`config.mk`:
```
export PLATFORM = sky130hd
export DESIGN_NAME = sec_desc_decoder
export DESIGN_NICKNAME = d
export VERILOG_FILES = /design/src/rtl/sdd_pkg.sv /design/src/rtl/sdd_suite_dec.sv /design/src/rtl/sdd_offset_clean.sv /design/src/rtl/sdd_sa_split.sv /design/src/rtl/sec_desc_decoder.sv
export SDC_FILE = /design/constraint.sdc
export NUM_CORES = 1
export LEC_CHECK = 0
export BUFFER_PORTS_ARGS = -buffer_cell sky130_fd_sc_hd__buf_2
export CORE_MARGIN = 1.5
export CORE_UTILIZATION = 38
export DETAILED_ROUTE_END_ITERATION = 7
export GPL_ROUTABILITY_DRIVEN = 0
export GPL_TIMING_DRIVEN = 0
export PLACE_DENSITY = 0.74
export SYNTH_ARGS = -nofsm -noshare
export SYNTH_HDL_FRONTEND = slang
export SYNTH_HIERARCHICAL = 1
export SYNTH_SLANG_ARGS = --single-unit
```
`constraint.sdc`:
```
create_clock -name clk -period 1 [get_ports clk]
set_input_delay 0.2 -clock clk [delete_from_list [all_inputs] [get_ports clk]]
set_output_delay 0.2 -clock clk [all_outputs]
set_load 0.02 [all_outputs]
```
`src/rtl/sdd_pkg.sv`:
```
package sdd_pkg;

  typedef enum logic [1:0] {
    MODE_MACSEC     = 2'd0,
    MODE_IPSEC      = 2'd1,
    MODE_BULK_AEAD  = 2'd2,
    MODE_BULK_BLOCK = 2'd3
  } crypto_mode_e;

  typedef struct packed {
    logic key256;
    logic xpn;
    logic illegal;
  } suite_dec_t;

  function automatic logic is_bulk(crypto_mode_e m);
    return (m == MODE_BULK_AEAD) || (m == MODE_BULK_BLOCK);
  endfunction

endpackage

```
`src/rtl/sdd_suite_dec.sv`:
```
module sdd_suite_dec
  import sdd_pkg::*;
(
  input  crypto_mode_e mode,
  input  logic [1:0]   suite,
  output suite_dec_t   dec
);

  logic bulk;
  logic ext_pn_code;

  assign bulk        = is_bulk(mode);
  assign ext_pn_code = suite[1];

  always_comb begin
    dec.key256  = suite[0];
    dec.xpn     = ext_pn_code;
    dec.illegal = 1'b0;
    if (bulk && ext_pn_code) begin
      // extended numbering is not defined for the bulk modes
      dec.key256  = 1'b0;
      dec.xpn     = 1'b0;
      dec.illegal = 1'b1;
    end
  end

endmodule

```
`src/rtl/sdd_offset_clean.sv`:
```
module sdd_offset_clean
  import sdd_pkg::*;
#(
  parameter int OFF_W     = 6,
  parameter int MAC_OFF_A = 30,
  parameter int MAC_OFF_B = 50
) (
  input  crypto_mode_e     mode,
  input  logic [OFF_W-1:0] off_in,
  output logic [OFF_W-1:0] off_out
);

  localparam logic [OFF_W-1:0] OFF_A = OFF_W'(MAC_OFF_A);
  localparam logic [OFF_W-1:0] OFF_B = OFF_W'(MAC_OFF_B);

  logic mac_ok;

  assign mac_ok = (off_in == '0) || (off_in == OFF_A) || (off_in == OFF_B);

  always_comb begin
    unique case (mode)
      MODE_MACSEC:     off_out = mac_ok ? off_in : '0;
      MODE_IPSEC:      off_out = '0;
      MODE_BULK_AEAD,
      MODE_BULK_BLOCK: off_out = off_in;
      default:         off_out = '0;
    endcase
  end

endmodule

```
`src/rtl/sdd_sa_split.sv`:
```
module sdd_sa_split #(
  parameter int IDX_W        = 20,
  parameter int INT_SA_COUNT = 1024,
  parameter int SAS_PER_CHAN = 2,
  parameter int CHAN_W       = IDX_W - $clog2(SAS_PER_CHAN)
) (
  input  logic [IDX_W-1:0]  sa_idx,
  output logic              ext_key,
  output logic [CHAN_W-1:0] chan
);

  localparam int SA_SHIFT = $clog2(SAS_PER_CHAN);
  localparam logic [IDX_W-1:0] INT_LIMIT = IDX_W'(INT_SA_COUNT);

  assign ext_key = (sa_idx >= INT_LIMIT);

  generate
    if (SA_SHIFT == 0) begin : g_one_sa
      assign chan = sa_idx;
    end else begin : g_multi_sa
      assign chan = sa_idx[IDX_W-1:SA_SHIFT];
    end
  endgenerate

endmodule

```
`src/rtl/sec_desc_decoder.sv`:
```
module sec_desc_decoder
  import sdd_pkg::*;
#(
  parameter int IDX_W        = 20,
  parameter int OFF_W        = 6,
  parameter int INT_SA_COUNT = 1024,
  parameter int SAS_PER_CHAN = 2,
  parameter int CHAN_W       = IDX_W - $clog2(SAS_PER_CHAN)
) (
  input  logic              clk,
  input  logic              rst,
  input  logic              sop_i,
  input  logic [1:0]        mode_i,
  input  logic [1:0]        suite_i,
  input  logic [OFF_W-1:0]  offset_i,
  input  logic [IDX_W-1:0]  sa_idx_i,
  input  logic              replay_en_i,
  output logic              desc_vld_o,
  output logic              key256_o,
  output logic              xpn_o,
  output logic              illegal_o,
  output logic              ext_key_o,
  output logic [CHAN_W-1:0] chan_o,
  output logic [OFF_W-1:0]  offset_o,
  output logic              replay_o
);

  crypto_mode_e      mode;
  suite_dec_t        suite_d;
  logic [OFF_W-1:0]  off_d;
  logic              ext_d;
  logic [CHAN_W-1:0] chan_d;
  logic              replay_d;

  assign mode     = crypto_mode_e'(mode_i);
  assign replay_d = replay_en_i & ~is_bulk(mode);

  sdd_suite_dec u_suite (
    .mode  (mode),
    .suite (suite_i),
    .dec   (suite_d)
  );

  sdd_offset_clean #(
    .OFF_W (OFF_W)
  ) u_off (
    .mode    (mode),
    .off_in  (offset_i),
    .off_out (off_d)
  );

  sdd_sa_split #(
    .IDX_W        (IDX_W),
    .INT_SA_COUNT (INT_SA_COUNT),
    .SAS_PER_CHAN (SAS_PER_CHAN),
    .CHAN_W       (CHAN_W)
  ) u_sa (
    .sa_idx  (sa_idx_i),
    .ext_key (ext_d),
    .chan    (chan_d)
  );

  always_ff @(posedge clk) begin
    if (rst) begin
      desc_vld_o <= 1'b0;
      key256_o   <= 1'b0;
      xpn_o      <= 1'b0;
      illegal_o  <= 1'b0;
      ext_key_o  <= 1'b0;
      chan_o     <= '0;
      offset_o   <= '0;
      replay_o   <= 1'b0;
    end else begin
      desc_vld_o <= sop_i;
      if (sop_i) begin
        key256_o  <= suite_d.key256;
        xpn_o     <= suite_d.xpn;
        illegal_o <= suite_d.illegal;
        ext_key_o <= ext_d;
        chan_o    <= chan_d;
        offset_o  <= off_d;
        replay_o  <= replay_d;
      end
    end
  end

endmodule

```
# ---- Yosys cells after proc, flatten, opt, wreduce, memory -nomap -nowiden
# Index checks and enable logic that the tools add are counted.
dict set report totals {
  input_bits 34
  output_inout_bits 31
  register_bits 31
  elab_cells 26
}
dict set report op_classes {
  mux 3
  n_eq_ne 5
  n_reduce_logical 7
  bitwise 2
  n_lt_le_gt_ge 1
}
# cell n
set op_table {}
lappend op_table {{20-bit by 11-bit >= comparator with 1-bit output (second input constant)} 1}
lappend op_table {{6-bit case mux with 3 select lines} 1}
lappend op_table {{6-bit by 5-bit == test with 1-bit output (second input constant)} 1}
lappend op_table {{6-bit == test (second input constant)} 1}
lappend op_table {{6-bit logical NOT} 1}
lappend op_table {{6-bit two-way mux} 1}
lappend op_table {{2-bit == test (second input constant)} 2}
lappend op_table {{1-bit logical OR} 3}
lappend op_table {{3-bit two-way mux} 1}
lappend op_table {{2-bit by 1-bit == test with 1-bit output (second input constant)} 1}
lappend op_table {{2-bit logical NOT} 1}
lappend op_table {{2-bit OR reduction} 1}
lappend op_table {{1-bit AND} 1}
lappend op_table {{1-bit logical AND} 1}
lappend op_table {{1-bit inverter} 1}

# ---- Logic depth before layout (Yosys ltp)
# Gate-level depths: netlist of run 1.
dict set report depth {
  word_depth 5
  mapped_depth 5
}

# ---- Hierarchy
# Netlist of run 1, hierarchy kept.
# module cells_each area_per_inst_um2 n_inst
set by_module_without_submodules {}
lappend by_module_without_submodules {sec_desc_decoder 100 1144.8 1}
lappend by_module_without_submodules {sdd_sa_split 23 163.9 1}
lappend by_module_without_submodules {sdd_offset_clean 17 97.6 1}
lappend by_module_without_submodules {sdd_suite_dec 3 23.8 1}

# ---- Worst setup path after synthesis of run 1
# No wires, ideal clock.
dict set report synth_path {
  path_kind {input -> register}
  from {input port mode_i[0]}
  to {register offset_o[2]}
  n_path_buf 0
  required_ns 0.872
  setup_ns 0.128
  slack_ns 0.067
  path_stages 5
  arrival_ns 0.805
  cell_sequence {and4bb_2 > a31oi_1 > nor2b_1 > mux2i_1 > nor2_1}
}
dict set report synth_between {
  elab_chain_cells 3
}
# item line
set synth_rtl {}
lappend synth_rtl {{start: declaration} sec_desc_decoder.sv:13} ;# input logic [1:0] mode_i,
lappend synth_rtl {{2-bit == test} sdd_offset_clean.sv:21} ;# unique case (mode)
lappend synth_rtl {{2-bit OR reduction} sdd_offset_clean.sv:21}
lappend synth_rtl {{6-bit case mux with 3 select lines *} sdd_offset_clean.sv:21}
lappend synth_rtl {{named net off_d[2]} sec_desc_decoder.sv:30} ;# logic [OFF_W-1:0] off_d;
lappend synth_rtl {{end signal: assignment} sec_desc_decoder.sv:71} ;# offset_o <= '0;
lappend synth_rtl {{end signal: assignment} sec_desc_decoder.sv:81} ;# offset_o <= off_d;
lappend synth_rtl {{end: declaration} sec_desc_decoder.sv:24} ;# output logic [OFF_W-1:0] offset_o,
# The timed path passes the listed nets; every way through them passes the cells marked *.
# A chain may end at the register's enable or synchronous reset.

# ---- Worst setup path after layout of run 1
dict set report layout_path {
  from {register chan_o[0]}
  to {output port chan_o[0]}
}
# item line
set layout_rtl {}
lappend layout_rtl {{start: declaration} sec_desc_decoder.sv:23} ;# output logic [CHAN_W-1:0] chan_o,
lappend layout_rtl {{start signal: assignment} sec_desc_decoder.sv:80} ;# chan_o <= chan_d;
# No word-level cell between the ends.

==> flow_results.org, run 1 <==
** Floorplanning
- Number of top-level pins :: 65
- For this configuration, the core starts out at a cell density of 0.3936.
- The die covers ~4100 um2.
- Core region area :: 3633 um2
- Measured along the y axis, the die boundary spans 64.35 um.
- In this run the horizontal extent of the chip is about 64 um.
- The initialized floorplan defines 22 standard-cell rows.

** Cells and area
- Area added between synthesis and finish :: 32.46%
- Excluding fillers, the count of instances in the completed layout stands at roughly 250.
- Number of nets in the final layout :: around 240
- Of the cells placed in the final design, the portion with a size suffix greater than 1 is 0.4581.
- Diodes inserted :: 0
- Share of the core filled with cells :: 0.5214

** Place
- Placed cell count :: about 240
- Detailed-placement wirelength estimate :: 2.050 mm
- Number of buffer cells added on primary ports :: 53

** Logic synthesis
- Most numerous cell types in the synthesized netlist :: 32 x sky130_fd_sc_hd__nor2_1, 31 x sky130_fd_sc_hd__dfxtp_1, 29 x sky130_fd_sc_hd__mux2i_1, 19 x sky130_fd_sc_hd__buf_4, 4 x sky130_fd_sc_hd__nand2_1
- The largest total area in the synthesized netlist belongs to sky130_fd_sc_hd__dfxtp_1.
- Counting every net in the synthesized netlist gives 177.
- The synthesized netlist occupies a cell area of 1430 um2.
- For this run, the register share of the synthesized area comes to 0.4339.
- Synth area leaders :: sky130_fd_sc_hd__dfxtp_1 43%, sky130_fd_sc_hd__mux2i_1 20%, sky130_fd_sc_hd__buf_4 10%
- Synthesis produced a netlist whose cell count is between 100 and 150.
- After synthesis the netlist holds a flip-flop and latch count of 31.
- Mean area per synthesized cell :: between 10 and 15 um2
- Of the post-synthesis cell area, the dominant cell type holds 0.4339.
- The most used flip-flop cell after synthesis is sky130_fd_sc_hd__dfxtp_1.
- Post-synth EDFFs :: 0
- For this run, asynchronously set or reset flops after synthesis account for 0.
- The Yosys step of the flow raised 6 warnings.
- Distinct cells, synth :: 26
- The most common cell in the synthesized netlist is sky130_fd_sc_hd__nor2_1.

** Worst setup path
- For this run, the slowest stage of the critical path takes about 350 ps.
- The largest individual stage delay along the critical path comes from the cell sky130_fd_sc_hd__dfxtp_1.
- Crit end category :: output port
- Kind of start point of the critical path :: register
- Largest driver fanout on the critical path :: 2
- The kind of cell with the highest combined delay along the critical path is flip-flops.
- Cell Chain, Critical Path :: buf_4
- Arrival time of data at the critical path endpoint :: approximately 770 ps
- Buffers plus inverters on the worst setup path :: 1
- The setup path with the least slack is of type reg2out.
- Data required time of the worst path :: 800 ps

** Clock tree
- After clock tree synthesis, the repair step resized 0 gates.
- In this run, post-CTS hold repair placed 0 buffers.
- Buffer count from post-CTS setup fixing :: 0
- Clock tree from TritonCTS :: built
- Number of clock sinks :: 31
- Clock root buffer :: sky130_fd_sc_hd__clkbuf_8
- Clock-pin transition on the worst setup and hold timing paths :: 60 ps
- Clock buffers created by TritonCTS :: 5
- Number of buffers on the longest clock path :: 2
- At the later pin of the worst-skew pair, clock insertion delay measures about 280 ps.
- H-tree levels :: 2

** Timing
- Minimum period implied by the final worst setup slack :: between 900 and 1000 ps
- The max-slew violation count was 0.
- Dividing the final minimum period by the clock period gives 0.9717.
- Final setup violation count :: 0
- Based on the critical path, the design can be clocked at up to about 1000 MHz.
- The worst pin sits at a relative slew slack of 0.6878.
- Actual transition at the worst max-transition pin :: roughly 470 ps
- Fin Clk Skew :: 0 ps
- Total Neg Setup Slack :: 0 ps
- The final number of hold-violating endpoints is 0.

** Routing
- Final Routed Wirelength :: 2.769 mm
- Vias after detailed routing :: 1,113
- In the final routed layout, each cell accounts on average for approximately 11 um.
- DRT antenna net count :: 0
- For this run, design rule violations remaining after detail routing come to 0.
- The first detailed-routing pass took 2 iterations.
- Initial DRC count :: 24
- Using the TritonRoute via totals, the vias-per-cell ratio works out to ~4.4.

** GRT
- Vias in the first global route :: 1,005
- GRT overflow :: 0
- Entering global routing, the biggest net connects 11 pins.
- Across every metal layer, demand over resource in global routing totals 0.1396.
- Initial antenna violation count :: 0
- The first global-routing pass estimated around 4.4 mm of wire.

** Power and ir drop
- Summed over all cells, the static leakage comes to between 0.0009 and 0.001 uW.
- In this run the power density over the cells is approximately 1500 nW/um2.
- Peak VDD IR :: 0.7824 mV

** Hold path
- Hold crit path type :: in2reg

** Outcome
- The run finished with clean final reports.

** Run
- Across the run, the number of max-cap violations was 0.
## path summary, 6_finish.rpt
path / from / end / slack [ps] / cells past startpoint
setup reg to reg: chan_o[6] / chan_o[6] / 370 / 2
hold / removal: rst / desc_vld_o / 110 / 2
hold reg to reg: chan_o[10] / chan_o[10] / 490 / 2
setup / recovery: chan_o[0] / chan_o[0] / 30 / 1
## placed cells by master (no fill, tap or decap)
| master | instances |
|---|---|
| sky130_fd_sc_hd__clkbuf_1 | 2 |
| sky130_fd_sc_hd__and4bb_2 | 1 |
| sky130_fd_sc_hd__nor4_1 | 2 |
| sky130_fd_sc_hd__buf_4 | 38 |
| sky130_fd_sc_hd__a21oi_1 | 1 |
| sky130_fd_sc_hd__a31oi_1 | 2 |
| sky130_fd_sc_hd__dfxtp_1 | 28 |
| sky130_fd_sc_hd__nor2_1 | 32 |
| sky130_fd_sc_hd__nor2b_1 | 3 |
| sky130_fd_sc_hd__buf_12 | 3 |
| sky130_fd_sc_hd__and2_1 | 1 |
| sky130_fd_sc_hd__nand3_1 | 1 |
| sky130_fd_sc_hd__and2b_2 | 1 |
| sky130_fd_sc_hd__clkinv_2 | 1 |
| sky130_fd_sc_hd__clkbuf_8 | 6 |
| sky130_fd_sc_hd__dfxtp_2 | 3 |
| sky130_fd_sc_hd__nand2b_1 | 1 |
| sky130_fd_sc_hd__nor3b_1 | 1 |
| sky130_fd_sc_hd__and2_2 | 1 |
| sky130_fd_sc_hd__a21oi_2 | 1 |
| sky130_fd_sc_hd__and3b_2 | 1 |
| sky130_fd_sc_hd__inv_1 | 1 |
| sky130_fd_sc_hd__o21ai_0 | 1 |
| sky130_fd_sc_hd__mux2i_1 | 29 |
| sky130_fd_sc_hd__nand2_1 | 4 |
| sky130_fd_sc_hd__buf_2 | 35 |
| sky130_fd_sc_hd__a21boi_0 | 1 |
| sky130_fd_sc_hd__nand3b_4 | 1 |
| sky130_fd_sc_hd__buf_6 | 1 |
## layer usage
metal  routed length [um]  track usage
met5                    0            0
met4                   33      0.05585
met3                  252      0.05458
met2                 1222       0.2174
met1                 1261       0.1723
## logic make-up after synthesis
group	Yosys count	share of synthesized area
AOI/OAI and AO/OA	6	0.02712
buffers and inverters	27	0.1610
DFF	31	0.4339
muxes	29	0.2030
and+or+nand+nor	50	0.1750
## power by group
| group | internal [uW] | total [uW] | switching (uW) |
|---|---|---|---|
| registers | 1300 | 1340 | 32.6 |
| logic | 261 | 511 | 251 |
| clock network | 538 | 957 | 419 |
| total | 2100 | 2810 | 702 |
## flip-flops by register name, indices dropped and copies added, names as in the netlist
name,flops
offset_o,6
ext_key_o,1
illegal_o,1
xpn_o,1
key256_o,1
desc_vld_o,1
chan_o,19
replay_o,1
## per-stage QoR
step	setup WS, ps	total power, uW	area, um2	hold slack, ps
floorplan	67.07	1694	1430	271.6
global route	-25.35	2964	1894	110.7
global placement	-134.2	1847	1755	393.6
finish	28.28	2806	1894	110.0
detailed placement	-162.8	1853	1755	399.0
CTS	13.79	2826	1843	104.5
## final cells by class
class / count / area, um2
timing repair buffer: 53 / 312.8
inverter: 1 / 3.754
clock buffer: 6 / 82.58
fill: 348 / 1739
sequential: 31 / 624.3
tap: 48 / 60.06
multi-input combinational: 85 / 579.3
buffer: 26 / 226.5
clock inverter: 1 / 5.005
(Power assumes the default switching activity.)
==> inputs of run 2 (changes only) <==
--- a/config.mk
+++ b/config.mk
@@ -10,7 +10,6 @@
 export CORE_UTILIZATION = 38
 export DETAILED_ROUTE_END_ITERATION = 7
 export GPL_ROUTABILITY_DRIVEN = 0
-export GPL_TIMING_DRIVEN = 0
 export PLACE_DENSITY = 0.74
 export SYNTH_ARGS = -nofsm -noshare
 export SYNTH_HDL_FRONTEND = slang
==> run 2 against run 1 <==
  * Maximum frequency is 0.54% higher
  * Power increased by 2.0%
  * Worst setup slack improved by 5.2 ps
  * Largest power group unchanged
  * Combinational power down 5.9%
  * Critical path depth stayed put
  * Final cell count decreased by 2.8%
==> flow_results.org, run 2 (synthesis gave the netlist of run 1 again) <==
** GRT
- Initial antenna violation count :: 0 (unchanged)
- Global-route track usage on met1 :: 0.1458 (-0.02649)
- Global-route wire length before repair :: 4.284 mm (-3.4%)
- Vias in the first global route :: 974 (-3.1%)
- After global routing, the most crowded layer is met2.
- GRT overflow :: 0 (unchanged)
- The maximum number of pins on one net before global-route repair is 32 (+21).
- Total GRT Usage :: 0.1365 (-0.003063)
- Met3 Usage GRT :: 0.04577 (-0.008803)
- Met2 routing resource usage after global routing :: 0.2370 (+0.01953)

** Worst setup path
- FF-to-FF setup slack :: 380 ps (about the same)
- Kind of start point of the critical path :: register
- Traced cell by cell, the critical path runs through buf_2.
- Buffers plus inverters on the worst setup path :: 1 (unchanged)
- FF-to-FF End :: chan_o[6]
- Worst path max stage delay :: 330 ps (-20 ps)
- The arrival time at the worst endpoint was 770 ps (about the same).
- The kind of cell with the highest combined delay along the critical path is flip-flops.
- Classification of the worst setup path :: reg2out
- The number of cell instances on the worst register-to-register path is 2 (unchanged).
- The worst setup path is captured at an output port.
- Data required time of the worst path :: 800 ps (about the same)
- The worst register-to-register path begins at chan_o[6].
- Cell at the slowest stage of the critical path :: sky130_fd_sc_hd__dfxtp_1
- Largest driver fanout on the critical path :: 2 (unchanged)

** Timing
- The post-route fraction of the period consumed by the critical path was 0.9665 (-0.005197).
- Max-slew headroom :: 0.7826 (+0.09484)
- The transition at the pin with the smallest max-transition slack is 323.1 ps (-145.2 ps).
- Total Neg Setup Slack :: 0 ps (unchanged)
- The final number of hold-violating endpoints came to 0 (unchanged).
- The maximum clock skew at final layout came to 0 ps (unchanged).
- Minimum period implied by the final worst setup slack :: 966.5 ps (-5.197 ps)
- Fmax :: 1035 MHz (+0.54%)
- The final worst setup slack is 33.47 ps (+5.197 ps).
- Final slew viol count :: 0 (unchanged)
- The count of final setup violators was 0 (unchanged).
- The worst hold slack was 161.0 ps (+50.93 ps).

** Power and ir drop
- The power density over cell area is 1563 nW/um2 (+5.5%).
- Net Sw Frac :: 0.2433 (-0.006969)
- The relative contribution of the clock network to total power came to 0.365 (+0.024).
- The power share of the sequential group was 0.467 (-0.010).
- Leakage power total :: 0.0009518 uW (-3.7%)
- The overall power is 2863 uW (+2.0%).
- Combinational group share of total power :: 0.168 (-0.014)
- The net load switching power came to 696.5 uW (-0.80%).
- P_int :: 2166 uW (+3.0%)
- Peak VDD IR :: 0.6704 mV (-14%)

** Cells and area
- From synthesis to final layout, the design area changed by 28.08%.
- Leaving out fill and tap cells, the most frequent cell in the layout is sky130_fd_sc_hd__buf_2.
- Number of nets in the final layout :: 229 (-3.4%)
- The count of inserted antenna diode cells was 0 (unchanged).
- Commonest non-fill, non-tap cells in the layout :: 42 x sky130_fd_sc_hd__buf_2, 32 x sky130_fd_sc_hd__nor2_1, 29 x sky130_fd_sc_hd__mux2i_1, 29 x sky130_fd_sc_hd__dfxtp_1, 26 x sky130_fd_sc_hd__buf_4
- The fill cell total of the finished layout is 359 (+3.2%).
- Most flops, register :: chan_o
- Top flop regs :: chan_o (19), offset_o (6)
- The ratio of cells with drive above 1 in the final layout came to 0.4388 (-0.01935).
- The final design instance area without fill is 1832 um2 (-3.3%).
- Number of flip-flops in the largest register :: 19 (unchanged)

** Routing
- Final routed DRC violation total :: 0 (unchanged)
- Final Routed Wirelength :: 2.632 mm (-4.9%)
- The per-cell via count in the routed design was 4.475 (+0.93%).
- Vias after detailed routing :: 1,092 (-1.9%)
- Initial DRT Pass Iterations :: 4 (+2)
- DRT antenna net count :: 0 (unchanged)
- Initial DRC count :: 55 (+130%)
- Drt wl/cell :: 10.79 um (-2.2%)

** Floorplanning
- Placement row count :: 22 (unchanged)
- The die extent in x came to 64.35 um (unchanged).
- The total die area was 4140 um2 (unchanged).
- Die extent in y :: 64.35 um (unchanged)
- Number of top-level pins :: 65 (unchanged)
- Core region area :: 3633 um2 (unchanged)
- Initial Util :: 0.3936 (unchanged)

** Hold path
- Hold path startpoint :: sa_idx_i[1]
- The min-delay analysis places its worst path in the category in2reg.
- WHS Endpoint :: chan_o[0]
- The cell depth of the worst hold path is 3 (+1).

** Place
- Number of buffer cells added on primary ports :: 63 (+19%)
- The total placed instance area is 1677 um2 (-4.5%).
- The placement-stage worst setup slack was -94.87 ps (+67.95 ps).
- Detailed-placement wirelength estimate :: 1.881 mm (-8.2%)

** Clock tree
- Clock buffers created by TritonCTS :: 5 (unchanged)
- Clock root buffer :: sky130_fd_sc_hd__clkbuf_8
- The clock-pin slew on the worst setup and hold paths came to 60 ps (about the same).
- The number of clock sinks seen by CTS came to 31 (unchanged).
- Clock tree from TritonCTS :: built
- The number of levels in the clock H-tree came to 2 (unchanged).
- Number of buffers on the longest clock path :: 2 (unchanged)
- The clock latency at the later pin of the worst-skew pair came to 270 ps (about the same).
- The count of hold-fix buffers inserted at cts was 0 (unchanged).

** Outcome
- The run finished with clean final reports.

** Run
- The max-capacitance violation count came to 0 (unchanged).
==> run 2: worst max path at each step <==
stage / from / endpoint / slack [ps] / depth (start not counted)
after floorplan: mode_i[0] / offset_o[2] / 70 / 5
after global placement: offset_i[1] / offset_o[2] / -70 / 6
after detailed placement: offset_i[1] / offset_o[3] / -90 / 6
after CTS: chan_o[6] / chan_o[6] / 9 / 1
after global routing: chan_o[13] / chan_o[13] / -5 / 1
final: chan_o[1] / chan_o[1] / 30 / 1
==> run 2: area by class of cell <==
cell class / instances / area [um2] / area share
Clock buffer: 8 / 100.1 / 0.05464
Inverter: 1 / 3.754 / 0.002049
Multi-Input combinational cell: 85 / 579.3 / 0.3163
Sequential cell: 31 / 623.1 / 0.3402
Tap cell: 48 / 60.06 / 0.03279
Timing Repair Buffer: 71 / 465.4 / 0.2541
==> run 2: power by group through the flow <==
stage | combinational, uW | sequential (uW) | clock (uW)
finish | 481 | 1340 | 1050
global route | 524 | 1340 | 1160
CTS | 465 | 1330 | 1100
detailed placement | 464 | 1360 | 0
global placement | 455 | 1360 | 0
floorplan | 251 | 1440 | 0
==> run 2: metrics by stage <==
| stage | util | std cells |
|---|---|---|
| floorplan | - | 143 |
| global placement | 0.4614 | 236 |
| detailed placement | 0.4614 | 236 |
| CTS | 0.4897 | 244 |
| global route | 0.5041 | 244 |
| finish | 0.5041 | 244 |
==> run 2: timing repair <==
| item | 4_1_cts | 5_1_grt |
|---|---|---|
| endpoints found under the setup margin | 1 | 21 |
| pin swaps | 0 | 0 |
| gates resized for setup | 1 | 22 |
| buffers inserted | 0 | 0 |
==> run 2: routing by layer <==
metal | up-vias | part of all wire
li1 | 559 | -
met1 | 480 | 0.43
met2 | 46 | 0.48
met3 | 7 | 0.072
met4 | 0 | 0.015
met5 | - | 0
==> inputs of run 3 (changes only) <==
--- a/config.mk
+++ b/config.mk
@@ -7,10 +7,10 @@
 export LEC_CHECK = 0
 export BUFFER_PORTS_ARGS = -buffer_cell sky130_fd_sc_hd__buf_2
 export CORE_MARGIN = 1.5
-export CORE_UTILIZATION = 38
+export CORE_UTILIZATION = 41
 export DETAILED_ROUTE_END_ITERATION = 7
 export GPL_ROUTABILITY_DRIVEN = 0
-export PLACE_DENSITY = 0.74
+export PLACE_DENSITY = 0.78
 export SYNTH_ARGS = -nofsm -noshare
 export SYNTH_HDL_FRONTEND = slang
 export SYNTH_HIERARCHICAL = 1
==> run 3 against run 2 <==
  * Global-route usage is 1.9 points higher
  * Clock power is 23% lower
  * Register-to-register slack hardly changed
  * Hold slack worse by 45 ps
  * Wire length is 7.5% higher
  * Combinational power is 9.4% higher
  * Non-clock buffer count is 1 lower
  * Design area is 6.8% higher
  * Final cell count is 1.2% lower
  * Critical path type unchanged
  * Largest power group unchanged
==> flow_results.org, run 3 (synthesis gave the netlist of run 1 again) <==
** Outcome
- Result of the run :: complete, no violations

** Timing
- Fmax :: 1013 MHz (-2.1%)
- Hold Fails Final Rpt :: 0 (unchanged)
- Max-slew headroom :: 0.8042 (+0.02157)
- Fraction of the cycle the final worst path needs :: 0.9871 (+0.02053)
- Fin Clk Skew :: 0 ps (unchanged)
- The transition at the pin with the smallest max-transition slack is 291.1 ps (-32.06 ps).
- Final setup violation count :: 0 (unchanged)
- Setup repair after global routing could not meet its margin everywhere.
- Minimum period implied by the final worst setup slack :: 987.1 ps (+20.53 ps)
- The max-slew violation count came to 0 (unchanged).
- The total negative slack for setup checks is 0 ps (unchanged).
- Final worst hold slack :: 115.5 ps (-45.46 ps)

** Floorplanning
- Number of top-level pins :: 65 (unchanged)
- Die Outline Area :: 3851 um2 (-7.0%)
- Die W :: 62.06 um (-3.6%)
- Placement row count :: 21 (-4.5%)
- Die extent in y :: 62.06 um (-3.6%)
- The core area is 3337 um2 (-8.2%).
- The starting density of the core is 0.4286 (+0.03498).

** Routing
- The total wire length after detailed routing was 2.829 mm (+7.5%).
- Drt wl/cell :: 11.74 um (+8.8%)
- Initial DRT Pass Iterations :: 4 (unchanged)
- Vias after detailed routing :: 1,107 (+1.4%)
- Vias per cell :: 4.593 (+2.6%)
- The residual DRC count is 0 (unchanged).
- Initial DRC count :: 40 (-27%)
- DRT antenna net count :: 0 (unchanged)

** Cells and area
- Fraction of layout instances using a drive strength above 1 :: 0.5846 (+0.1458)
- Commonest non-fill, non-tap cells in the layout :: 32 x sky130_fd_sc_hd__nor2_1, 32 x sky130_fd_sc_hd__buf_2, 31 x sky130_fd_sc_hd__dfxtp_2, 31 x sky130_fd_sc_hd__buf_6, 29 x sky130_fd_sc_hd__mux2i_1
- The largest registers in the layout are chan_o (19), offset_o (6).
- The total number of nets in the final design was 228 (-0.44%).
- The number of flip-flops under the largest register name came to 19 (unchanged).
- From synthesis to final layout, the design area changed by 36.75%.
- Most flops, register :: chan_o
- The count of inserted antenna diode cells is 0 (unchanged).

** Worst setup path
- Worst path max stage delay :: 350 ps (+20 ps)
- The signal on the critical path passes through buf_6.
- In this run the worst setup path terminates at offset_o[5].
- Largest driver fanout on the critical path :: 2 (unchanged)
- The slack of the worst reg-to-reg path was 380 ps (about the same).
- Cell at the slowest stage of the critical path :: sky130_fd_sc_hd__dfxtp_2
- The arrival time at the worst endpoint was 790 ps (+20 ps).
- Number of cells on the critical path :: 1 (unchanged)
- Classification of the worst setup path :: reg2out
- Buffers plus inverters on the worst setup path :: 1 (unchanged)
- The most critical setup path has its startpoint at offset_o[5].
- Kind of start point of the critical path :: register
- FF-to-FF End :: chan_o[12]
- The data required time at the worst endpoint came to 800 ps (about the same).
- The worst setup path is captured at an output port.
- Reg2reg path depth :: 2 (unchanged)
- Worst r2r src :: chan_o[12]
- Grouping stages by cell kind, the critical path spends the most delay in flip-flops.

** Clock tree
- Clock buffers created by TritonCTS :: 5 (unchanged)
- Clock-pin transition on the worst setup and hold timing paths :: 90 ps (+30 ps)
- The count of hold-fix buffers inserted at cts was 0 (unchanged).
- The number of clock sinks seen by CTS is 31 (unchanged).
- H-tree levels :: 2 (unchanged)
- Clock Latency Late Sink :: 320 ps (+50 ps)
- Number of buffers on the longest clock path :: 2 (unchanged)
- In this run the clock root is driven by a sky130_fd_sc_hd__clkbuf_4.
- Clock tree from TritonCTS :: built
- The number of buffers inserted to repair setup after CTS is 0 (unchanged).

** Place
- Detailed-placement wirelength estimate :: 1.781 mm (-5.3%)
- Number of buffer cells added on primary ports :: 63 (unchanged)

** Hold path
- Hold path startpoint :: sa_idx_i[6]
- Hold crit path type :: in2reg

** GRT
- The initial antenna violation count was 0 (unchanged).
- The first-pass GRT wire length was 4.312 mm (+0.65%).
- Pin count of the biggest net entering global routing :: 32 (unchanged)
- The overflow left after global routing came to 0 (unchanged).
- Total GRT Usage :: 0.1553 (+0.01878)
- The via count of the first global-routing pass is 1,026 (+5.3%).

** Power and ir drop
- Leakage power total :: 0.0009690 uW (+1.8%)
- The power density over cell area was 1381 nW/um2 (-12%).
- Peak VDD IR :: 0.8048 mV (+20%)

** Run
- The max-capacitance violation count came to 0 (unchanged).
run 3: cell count changes in the layout (fill, tap and decap cells not counted):
cell	change
sky130_fd_sc_hd__dfxtp_1	-29
sky130_fd_sc_hd__dfxtp_2	+29
sky130_fd_sc_hd__buf_12	-1
sky130_fd_sc_hd__buf_2	-10
sky130_fd_sc_hd__clkbuf_8	-5
sky130_fd_sc_hd__clkbuf_4	+5
sky130_fd_sc_hd__buf_6	+31
sky130_fd_sc_hd__buf_4	-21
run 3: layout make-up:
| type | instances | area [um2] |
|---|---|---|
| inverters | 1 | 3.754 |
| well taps | 46 | 57.56 |
| fillers | 290 | 1381 |
| flip-flops and latches | 31 | 659.4 |
| multi-input cells | 85 | 579.3 |
| repair buffers | 70 | 586.8 |
| clock buffers | 8 | 68.82 |
run 3: per-stage QoR:
step | cells | worst slack (ps) | utilization | cell area [um2] | power [uW]
final | 241 | 12.94 | 0.5861 | 1956 | 2700
after global routing | 241 | -42.24 | 0.5861 | 1956 | 2859
after CTS | 241 | -7.410 | 0.5861 | 1956 | 2742
after detailed placement | 233 | -112.8 | 0.4957 | 1654 | 1809
after global placement | 233 | -103.3 | 0.4957 | 1654 | 1802
after floorplan | 143 | 67.07 | - | 1430 | 1694
run 3: worst register-to-register path, stage by stage, from the launching register on:
cell                      delay, ps
sky130_fd_sc_hd__dfxtp_2        330
sky130_fd_sc_hd__mux2i_1        130
sky130_fd_sc_hd__nor2_1          60
run 3: how the worst min path moves through the flow:
stage               slack, ps  cells past startpoint         end
finish                    120                      3   chan_o[5]
global route               90                      3   chan_o[5]
CTS                        90                      3   chan_o[6]
detailed placement        450                      3   chan_o[5]
global placement          430                      3   chan_o[6]
floorplan                 270                      1  desc_vld_o
run 3: power breakdown:
part | leakage (uW) | switching, uW | internal (uW) | total, uW
logic | 0.000664 | 246 | 281 | 526
clock network | 0.0000386 | 399 | 413 | 812
registers | 0.000267 | 46.6 | 1310 | 1360
total | 0.000969 | 691 | 2010 | 2700
run 3: what timing repair did:
action                     in CTS  in global routing
resized for setup              93                  0
pin swaps                       0                  0
setup endpoints to repair      31                 31
gates cloned                    0                  0
run 3: per-layer routing:
metal  global-route usage  wire length [um]  up-vias
li1                     -                 -      554
met1               0.1582              1208      501
met2               0.2768              1389       47
met3              0.06625               206        5
met4              0.06383                25        0
met5                    0                 0        -
